<file path="src/rtl/tape_ld_pkg.sv">
package tape_ld_pkg;
    localparam int FIELD_W   = 16;
    localparam int HDR_BYTES = 6;
    localparam int HCNT_W    = $clog2(HDR_BYTES);

    typedef enum logic [2:0] {
        ST_HDR,
        ST_PAY,
        ST_SUM,
        ST_FIN,
        ST_ERR
    } ld_state_e;

    typedef struct packed {
        logic [FIELD_W-1:0] len;
        logic [FIELD_W-1:0] addr;
    } rec_hdr_t;

    function automatic logic [7:0] sum8(input logic [7:0] a, input logic [7:0] b);
        return a + b;
    endfunction
endpackage

</file>
<file path="src/rtl/tape_ld_csum.sv">
module tape_ld_csum (
    input  logic       clk,
    input  logic       rst,
    input  logic       take,
    input  logic       last,
    input  logic [7:0] byte_in,
    output logic       zero_next
);
    import tape_ld_pkg::*;
    logic [7:0] acc_q;

    assign zero_next = (sum8(acc_q, byte_in) == 8'h00);

    always_ff @(posedge clk) begin
        if (rst)
            acc_q <= '0;
        else if (take)
            acc_q <= last ? 8'h00 : sum8(acc_q, byte_in);
    end
endmodule

</file>
<file path="src/rtl/tape_ld_mwr.sv">
module tape_ld_mwr #(
    parameter int DATA_W = 16
) (
    input  logic                                         clk,
    input  logic                                         rst,
    input  logic                                         wr,
    input  logic [tape_ld_pkg::FIELD_W-1:0]              baddr,
    input  logic [7:0]                                   byte_in,
    output logic                                         mem_we,
    output logic [tape_ld_pkg::FIELD_W-$clog2(DATA_W/8)-1:0] mem_addr,
    output logic [DATA_W/8-1:0]                          mem_be,
    output logic [DATA_W-1:0]                            mem_wdata
);
    import tape_ld_pkg::*;
    localparam int LANES  = DATA_W / 8;
    localparam int LANE_W = $clog2(LANES);

    logic [LANES-1:0] be_n;

    for (genvar g = 0; g < LANES; g++) begin : g_lane
        assign be_n[g] = (baddr[LANE_W-1:0] == LANE_W'(g));
    end

    always_ff @(posedge clk) begin
        if (rst) begin
            mem_we    <= 1'b0;
            mem_addr  <= '0;
            mem_be    <= '0;
            mem_wdata <= '0;
        end else begin
            mem_we <= wr;
            if (wr) begin
                mem_addr  <= baddr[FIELD_W-1:LANE_W];
                mem_be    <= be_n;
                mem_wdata <= {LANES{byte_in}};
            end
        end
    end
endmodule

</file>
<file path="src/rtl/tape_ld_parse.sv">
module tape_ld_parse (
    input  logic                            clk,
    input  logic                            rst,
    input  logic                            in_valid,
    input  logic [7:0]                      in_data,
    input  logic                            sum_ok,
    output logic                            in_ready,
    output logic                            take,
    output logic                            rec_last,
    output logic                            wr,
    output logic [tape_ld_pkg::FIELD_W-1:0] wr_addr,
    output logic                            done,
    output logic                            error,
    output logic                            start_valid,
    output logic [tape_ld_pkg::FIELD_W-1:0] start_addr
);
    import tape_ld_pkg::*;

    ld_state_e          st_q;
    logic [HCNT_W-1:0]  hcnt_q;
    rec_hdr_t           hdr_q;
    logic [FIELD_W-1:0] rem_q;
    logic [FIELD_W-1:0] len_full;

    assign in_ready = (st_q == ST_HDR) || (st_q == ST_PAY) || (st_q == ST_SUM);
    assign take     = in_valid && in_ready;
    assign rec_last = (st_q == ST_SUM);
    assign wr       = take && (st_q == ST_PAY);
    assign wr_addr  = hdr_q.addr;
    assign len_full = {hdr_q.len[FIELD_W-1:8], hdr_q.len[7:0]};

    always_ff @(posedge clk) begin
        if (rst) begin
            st_q        <= ST_HDR;
            hcnt_q      <= '0;
            hdr_q       <= '0;
            rem_q       <= '0;
            done        <= 1'b0;
            error       <= 1'b0;
            start_valid <= 1'b0;
            start_addr  <= '0;
        end else begin
            done <= 1'b0;
            if (take) begin
                unique case (st_q)
                    ST_HDR: begin
                        hcnt_q <= hcnt_q + 1'b1;
                        case (hcnt_q)
                            HCNT_W'(2): hdr_q.len[7:0]           <= in_data;
                            HCNT_W'(3): hdr_q.len[FIELD_W-1:8]   <= in_data;
                            HCNT_W'(4): hdr_q.addr[7:0]          <= in_data;
                            HCNT_W'(5): begin
                                hdr_q.addr[FIELD_W-1:8] <= in_data;
                                hcnt_q <= '0;
                                rem_q  <= len_full;
                                st_q   <= (len_full == '0) ? ST_SUM : ST_PAY;
                            end
                            default: ;
                        endcase
                    end
                    ST_PAY: begin
                        hdr_q.addr <= hdr_q.addr + 1'b1;
                        rem_q      <= rem_q - 1'b1;
                        if (rem_q == FIELD_W'(1))
                            st_q <= ST_SUM;
                    end
                    ST_SUM: begin
                        if (!sum_ok) begin
                            st_q  <= ST_ERR;
                            error <= 1'b1;
                        end else if (hdr_q.len == '0) begin
                            st_q <= ST_FIN;
                            done <= 1'b1;
                            if (!hdr_q.addr[0]) begin
                                start_valid <= 1'b1;
                                start_addr  <= hdr_q.addr;
                            end
                        end else begin
                            st_q <= ST_HDR;
                        end
                    end
                    default: ;
                endcase
            end
        end
    end
endmodule

</file>
<file path="src/rtl/tape_loader.sv">
module tape_loader #(
    parameter int DATA_W = 16
) (
    input  logic                                      clk,
    input  logic                                      rst,
    input  logic                                      in_valid,
    input  logic [7:0]                                in_data,
    output logic                                      in_ready,
    output logic                                      mem_we,
    output logic [tape_ld_pkg::FIELD_W-$clog2(DATA_W/8)-1:0] mem_addr,
    output logic [DATA_W/8-1:0]                       mem_be,
    output logic [DATA_W-1:0]                         mem_wdata,
    output logic                                      done,
    output logic                                      error,
    output logic                                      start_valid,
    output logic [tape_ld_pkg::FIELD_W-1:0]           start_addr
);
    import tape_ld_pkg::*;

    logic               take;
    logic               rec_last;
    logic               sum_ok;
    logic               wr;
    logic [FIELD_W-1:0] wr_addr;

    tape_ld_parse u_parse (
        .clk         (clk),
        .rst         (rst),
        .in_valid    (in_valid),
        .in_data     (in_data),
        .sum_ok      (sum_ok),
        .in_ready    (in_ready),
        .take        (take),
        .rec_last    (rec_last),
        .wr          (wr),
        .wr_addr     (wr_addr),
        .done        (done),
        .error       (error),
        .start_valid (start_valid),
        .start_addr  (start_addr)
    );

    tape_ld_csum u_csum (
        .clk       (clk),
        .rst       (rst),
        .take      (take),
        .last      (rec_last),
        .byte_in   (in_data),
        .zero_next (sum_ok)
    );

    tape_ld_mwr #(.DATA_W(DATA_W)) u_mwr (
        .clk       (clk),
        .rst       (rst),
        .wr        (wr),
        .baddr     (wr_addr),
        .byte_in   (in_data),
        .mem_we    (mem_we),
        .mem_addr  (mem_addr),
        .mem_be    (mem_be),
        .mem_wdata (mem_wdata)
    );
endmodule

</file>
<file path="config.mk">
export PLATFORM = sky130hd
export DESIGN_NAME = tape_loader
export DESIGN_NICKNAME = d
export VERILOG_FILES = /design/src/rtl/tape_ld_pkg.sv /design/src/rtl/tape_ld_csum.sv /design/src/rtl/tape_ld_mwr.sv /design/src/rtl/tape_ld_parse.sv /design/src/rtl/tape_loader.sv
export SDC_FILE = /design/constraint.sdc
export NUM_CORES = 1
export LEC_CHECK = 0
export CAP_MARGIN = 20
export CORE_MARGIN = 5
export CORE_UTILIZATION = 48
export DETAILED_ROUTE_END_ITERATION = 6
export HOLD_SLACK_MARGIN = 0.08
export PLACE_DENSITY = 0.82
export SLEW_MARGIN = 40
export SYNTH_ARGS = -nofsm -noshare
export SYNTH_HDL_FRONTEND = slang
export SYNTH_SLANG_ARGS = --single-unit
export TNS_END_PERCENT = 30
</file>
<file path="constraint.sdc">
create_clock -name clk -period 3.4 [get_ports clk]
set_input_delay 0.85 -clock clk [delete_from_list [all_inputs] [get_ports clk]]
set_output_delay 0.85 -clock clk [all_outputs]
set_load 0.01 [all_outputs]
</file>
==> out/metrics.csv, run 1 <==
metric,value,unit
CP peak stage delay,0.43,ns
Via-to-Cell Ratio,5.855,
Die W,114.3,um
CTS Hold Bufs,0,
post-synthesis xor/xnor area fraction,1.006,%
RR Startpoint,u_csum.acc_q[0],
number of cells on the critical path,10,
core area,0.01075,mm^2
critical path peak fanout,16,
syn_area_per_cell,7.947,um^2
Syn Nets,680,
Pins Over Slew Limit,0,
I/O Buffers,63,
Final period util,94.60,%
family with the most delay on the worst path,buffers and inverters,
Final Core Density,57.71,%
largest family of logic cells by synthesized area,simple AND/OR/NAND/NOR gates,
synth-to-layout area growth,18.76,%
DRT Pass-1 Iters,5,
drt wl/cell,16.39,um
cell with the most instances after synthesis,dfxtp_1,
Num CTS Buffers,9,
diode count,0,
post-synthesis sequential area ratio,40.64,%
Static Leak,2.185,nW
fin crit period,3.216,ns
drt drc,0,
synthesis-stage register bit count,106,
CP Capture Point,u_parse.start_addr[1],
Fin Hold WS,0.4648,ns
nets,731,
DRT antenna net count,0,
Syn Inst Count,657,
adder-cell share of the synthesized area,3.019,%
number of synthesized flops with an enable pin,0,
CP startpoint kind,primary input,
Fill cells,959,
async set or reset register ratio after synthesis,0,%
Max Root-Sink Buffers,2,
Mapped Area,0.005221,mm^2
worst hold path class,reg2reg,
post-cts sizing count,0,
slowest CP cell,clkdlybuf4s50_1,
leading area contributor after synthesis,dfxtp_1,
clock sink count,106,
Initial Util,48.59,%
via count,4994,
R2R Setup Slk,0.82,ns
Placer Congestion,0.8621,
synth warn,0,
"Top FF cell, synth",dfxtp_1,
layout cells sized above 1,7.714,%
simple-gate share of the synthesized area,27.29,%
share of the synthesized area in the top cell type,40.64,%
largest net degree at the start of global routing,95,
Peak Freq,310.9,MHz
first-pass GRT wire length,23110,um
Worst R2R Path Depth,10,
Slew HR,48.46,%
clk slew on worst S/H paths,0.11,ns
Post-CTS Setup Bufs,0,
Crit Path Category,in2reg,
GRT Total Usage,21.45,%
crit end category,flop,
outcome,finished clean,
"top cells by area, synth","dfxtp_1 (41%), nand2_1 (6.8%), a21oi_1 (6.6%)",
CP arrival,3.52,ns
"Hold Violations, Final",0,
initial antenna violation count,0,
Clock Tree Root,clkbuf_8,
DRT Wirelength,13980,um
"Req. time, crit path",3.70,ns
Setup-failing EPs final,0,
Yosys cell types,60,
Die Y,114.3,um
hpwl dp,9698,um
crit path launch,in_data[1],
CTS tree,done,
maxcap violations,0,
compound-gate portion of the synthesized area,18.24,%
Rows,38,
pwr/cell area,457.8,mW/mm^2
Slew @ Worst Pin,0.7650,ns
CTS HTree Levels,3,
mux contribution to synthesized area,4.601,%
Final Skew,0.01286,ns
clk_lat worst skew,0.38,ns
crit path cell chain,clkdlybuf4s50_1 -> buf_4 -> ha_1 -> a211oi_1 -> nor2_1 -> a41oi_1 -> xnor2_1 -> and4_1 -> buf_12 -> mux2i_1,
Design Power,2.838,mW
top post-synthesis cells by count,"dfxtp_1 (106), nand2_1 (95), nor2_1 (77), a21oi_1 (69), nand2b_1 (36)",
# IOs,65,
RR Endpoint,u_parse.start_addr[1],
maximum VDD drop,0.0002508,V
RSZ-0062 raised after global routing,no,
Starting DRT DRC Count,505,
Die Area,0.01306,mm^2
vias in the first global route,4884,
gr ovfl total,0,
Buf/Inv on CP,3,
layout make-up:
cell class	instances	area, um^2	area share (%)
clock buffer	10	127.6	2.058
clock inverter	6	56.30	0.9080
inverter	11	41.29	0.6659
multi-input combinational	492	2846	45.90
sequential	106	2122	34.22
tap	140	175.2	2.825
timing repair buffer	88	832.0	13.42
worst min-delay path by stage:
stage                              from             endpoint  slack, ns  cells after the start
floorplan           u_parse.len_full[9]  u_parse.len_full[9]       0.45                      2
global placement      u_mwr.mem_addr[7]    u_mwr.mem_addr[7]       0.45                      2
detailed placement   u_mwr.mem_addr[12]   u_mwr.mem_addr[12]       0.45                      2
CTS                  u_mwr.mem_addr[12]   u_mwr.mem_addr[12]       0.47                      2
global route          u_mwr.mem_addr[0]    u_mwr.mem_addr[0]       0.49                      2
finish               u_mwr.mem_addr[12]   u_mwr.mem_addr[12]       0.46                      2
worst reg2reg max path, cell delays in order, from the launching register on:
cell      delay (ns)
dfxtp_1         0.34
ha_1            0.16
inv_1           0.06
fa_1            0.37
nand2b_1        0.19
a21o_1          0.18
a211oi_1        0.27
nor2b_4         0.23
and4_1          0.31
buf_12          0.20
mux2i_1         0.20
metal layers:
metal	vias up	part of all wire (%)	GRT usage, %
li1	2403	-	-
met3	44	6.9	4.070
met2	219	47	35.36
met5	-	0	0
met4	0	3.1	9.184
met1	2328	43	27.43
kinds of logic after synthesis:
kind of cell / after synthesis
xor+xnor: 6
fa+ha+maj: 12
compound gates: 156
other cells: 1
flops: 106
mux: 24
buf+inv: 59
simple gates: 293
through the flow:
| stage | std cells | setup slack (ns) | TNS (ns) | cell area [um^2] |
|---|---|---|---|---|
| 2_1_floorplan | 657 | 0.4085 | 0 | 5221 |
| 3_3_place_gp | 837 | -0.1116 | -1.707 | 6003 |
| 3_5_place_dp | 837 | -0.2199 | -3.207 | 6003 |
| 4_1_cts | 853 | 0.1821 | 0 | 6187 |
| 5_1_grt | 853 | 0.007340 | 0 | 6201 |
| 6_report | 853 | 0.1837 | 0 | 6201 |
cell usage in the layout, fill, tap and decap left out, drive strengths merged, types with 2 or more instances in the layout:
cell / n
a211oi: 10
nor2: 78
ha: 11
or2: 2
and2: 2
o32ai: 3
nor3b: 4
clkdlybuf4s50: 62
mux2i: 24
buf: 26
a22oi: 12
a21o: 2
nor4: 8
a21oi: 69
or4: 4
nor2b: 3
a22o: 3
clkbuf: 10
a31oi: 5
nand2b: 36
o31ai: 4
nand2: 95
a2bb2oi: 3
a41oi: 2
and3: 6
nand4: 7
dfxtp: 106
nand3: 17
inv: 15
nand3b: 3
o21ai: 28
a221oi: 3
xor2: 3
and4: 3
xnor2: 3
or3b: 2
or3: 2
nor3: 19
o22ai: 4
power by group:
part	switching, mW	total [mW]	internal, mW	leakage (nW)
logic	0.414	0.700	0.287	1.24
registers	0.0810	1.39	1.30	0.857
clock network	0.469	0.753	0.284	0.0913
total	0.963	2.84	1.88	2.18
registers in the layout, summed over array words and instances, names as in the netlist, 2 cells and up:
name                cells
u_mwr.mem_wdata         8
u_parse.wr_addr        16
u_mwr.mem_be            2
u_parse.start_addr     15
u_mwr.mem_addr         15
u_parse.len_full       16
u_parse.st_q            3
u_csum.acc_q            8
u_parse.rem_q          16
u_parse.hcnt_q          3
(Power assumes the default switching activity.)
==> run 2, diff against run 1 <==
CORE_ASPECT_RATIO = 1.1   (was default)
==> run 2 against run 1 <==
  * Clock power rose by 35%
  * Via count increased by 2.3%
  * Critical path depth is 1 higher
  * Routed wire length up 5.0%
  * Final cell count increased by 1.2%
  * Register-to-register slack better by 0.06 ns
  * Combinational power up 5.3%
  * Non-clock buffer count increased by 3
  * Largest power group unchanged
==> out/metrics.csv, run 2 (same netlist as run 1, synthesis figures left out) <==
metric,value,unit,change
placed cells,847,,was 837
critical path peak fanout,16,,unchanged
largest net degree at the start of global routing,69,,was 95
clk slew on worst S/H paths,0.07,ns,was 0.11 ns
clk_lat worst skew,0.35,ns,was 0.38 ns
GRT Total Usage,22.83,%,was 21.45%
placed inst area,0.006047,mm^2,was 0.006003 mm^2
Comb pwr share,23.5,%,was 24.7%
Static Leak,2.256,nW,was 2.185 nW
R2R Setup Slk,0.88,ns,was 0.82 ns
Final period util,95.21,%,was 94.60%
switching share of total power,31.91,%,was 33.94%
DRT Pass-1 Iters,5,,unchanged
DRT Wirelength,14680,um,was 13980 um
drt wl/cell,17.01,um,was 16.39 um
CP peak stage delay,0.54,ns,was 0.43 ns
maxcap violations,0,,unchanged
Sw Pwr,1.002,mW,was 0.9634 mW
first-pass GRT wire length,23930,um,was 23110 um
family with the most delay on the worst path,buffers and inverters,,unchanged
drt drc,0,,unchanged
clock sink count,106,,unchanged
"Hold Violations, Final",0,,unchanged
Die W,109.4,um,was 114.3 um
RSZ-0062 raised after global routing,no,,unchanged
hpwl dp,9980,um,was 9698 um
layout cells sized above 1,8.380,%,was 7.714%
CTS HTree Levels,3,,unchanged
# IOs,65,,unchanged
Fill cells,942,,was 959
Buf/Inv on CP,3,,unchanged
Crit Path Category,in2reg,,unchanged
Placer Congestion,0.9066,,was 0.8621
Num CTS Buffers,9,,unchanged
Flop pwr share,44.1,%,was 48.8%
maximum VDD drop,0.0002831,V,was 0.0002508 V
pwr/cell area,493.8,mW/mm^2,was 457.8 mW/mm^2
gr ovfl total,0,,unchanged
crit end category,flop,,unchanged
synth-to-layout area growth,21.85,%,was 18.76%
fin cells,863,,was 853
I/O Buffers,63,,unchanged
slowest CP cell,clkdlybuf4s50_1,,unchanged
via count,5110,,was 4994
Setup-failing EPs final,0,,unchanged
"most common cell after layout, fill and taps aside",dfxtp_1,,unchanged
internal power,2.139,mW,was 1.875 mW
CP arrival,3.48,ns,was 3.52 ns
diode count,0,,unchanged
setup tns final,0,ns,unchanged
Slew @ Worst Pin,0.6446,ns,was 0.7650 ns
fin crit period,3.237,ns,was 3.216 ns
Slew HR,57.03,%,was 48.46%
Via-to-Cell Ratio,5.921,,was 5.855
"Req. time, crit path",3.64,ns,was 3.70 ns
initial antenna violation count,0,,unchanged
Initial Util,48.30,%,was 48.59%
nets,734,,was 731
Die Area,0.01307,mm^2,was 0.01306 mm^2
Starting DRT DRC Count,370,,was 505
most frequent cells in the layout,"dfxtp_1 (106), nand2_1 (95), nor2_1 (77)",,"was dfxtp_1 (106), nand2_1 (94), nor2_1 (77)"
Max Root-Sink Buffers,2,,unchanged
crit path cell chain,clkdlybuf4s50_1 -> ha_1 -> inv_1 -> fa_1 -> nand2b_1 -> a2111oi_2 -> a211oi_2 -> nor2b_4 -> and4_1 -> buf_12 -> o21ba_1,,was clkdlybuf4s50_1 -> buf_4 -> ha_1 -> a211oi_1 -> nor2_1 -> a41oi_1 -> xnor2_1 -> and4_1 -> buf_12 -> mux2i_1
fin area,0.006362,mm^2,was 0.006201 mm^2
Clock Tree Root,clkbuf_16,,was clkbuf_8
Final Skew,0.01047,ns,was 0.01286 ns
Pins Over Slew Limit,0,,unchanged
outcome,finished clean,,unchanged
Peak Freq,308.9,MHz,was 310.9 MHz
Die Y,119.4,um,was 114.3 um
core area,0.01081,mm^2,was 0.01075 mm^2
CTS tree,done,,unchanged
worst hold path class,reg2reg,,unchanged
clock network fraction of design power,32.4,%,was 26.5%
DRT antenna net count,0,,unchanged
vias in the first global route,4884,,unchanged
Rows,40,,was 38
CP startpoint kind,primary input,,unchanged
run 2: changes by cell type in the layout (fill, tap and decap cells not counted), moves of 2 or more:
cell       previous run  this run
buf_4                24        27
clkbuf_16             0         9
clkbuf_8              9         1
clkinv_4              1         3
run 2: worst min-delay path: cells and delay by family, from the launching register on:
family          cells  cell delay [ns]
flops               1             0.31
simple gates        1             0.05
compound gates      1             0.06
run 2: worst paths after layout:
path                           from                   to  cells past startpoint
setup / recovery         in_data[0]  u_parse.start_valid                     11
hold / removal    u_mwr.mem_addr[3]    u_mwr.mem_addr[3]                      2
setup reg to reg    u_csum.acc_q[0]  u_parse.start_valid                     10
hold reg to reg   u_mwr.mem_addr[3]    u_mwr.mem_addr[3]                      2
run 2: timing repair:
| action | in CTS | in global routing |
|---|---|---|
| hold endpoints to repair | 0 | 0 |
| resized for setup | 0 | 6 |
| setup endpoints to repair | 0 | 19 |
| hold buffers | 0 | 0 |
| buffers inserted | 0 | 0 |
run 2: layout make-up:
class / count / area, um^2 / share of cell area (%)
flip-flops and latches: 106 / 2122 / 33.35
clock inverters: 5 / 46.29 / 0.7276
well taps: 147 / 183.9 / 2.891
multi-input cells: 492 / 2863 / 45.00
inverters: 11 / 41.29 / 0.6490
clock buffers: 11 / 242.7 / 3.815
repair buffers: 91 / 863.3 / 13.57
run 2: power groups by stage:
stage | clock network, mW | logic, mW | registers, mW
after floorplan | 0 | 0.507 | 1.38
after detailed placement | 0 | 0.697 | 1.41
after CTS | 1.03 | 0.706 | 1.38
after global placement | 0 | 0.668 | 1.41
after global routing | 1.08 | 0.814 | 1.39
final | 1.02 | 0.737 | 1.39
run 2: through the flow:
stage | utilization (%) | setup slack, ns | total power [mW] | hold slack (ns)
finish | 58.85 | 0.1628 | 3.142 | 0.4659
global route | 58.85 | 0.02136 | 3.286 | 0.4796
CTS | 58.61 | 0.03725 | 3.122 | 0.4663
detailed placement | 55.94 | -0.2986 | 2.107 | 0.4519
global placement | 55.94 | -0.1364 | 2.074 | 0.4450
floorplan | - | 0.4085 | 1.888 | 0.4489
run 2: layer usage:
metal  track usage, %  vias up  wire [um]
met4            10.60        0        469
met3            3.360       44       1034
met1            28.62     2414       5695
met2            38.09      235       7483
li1                 -     2417          -
met5                0        -          0
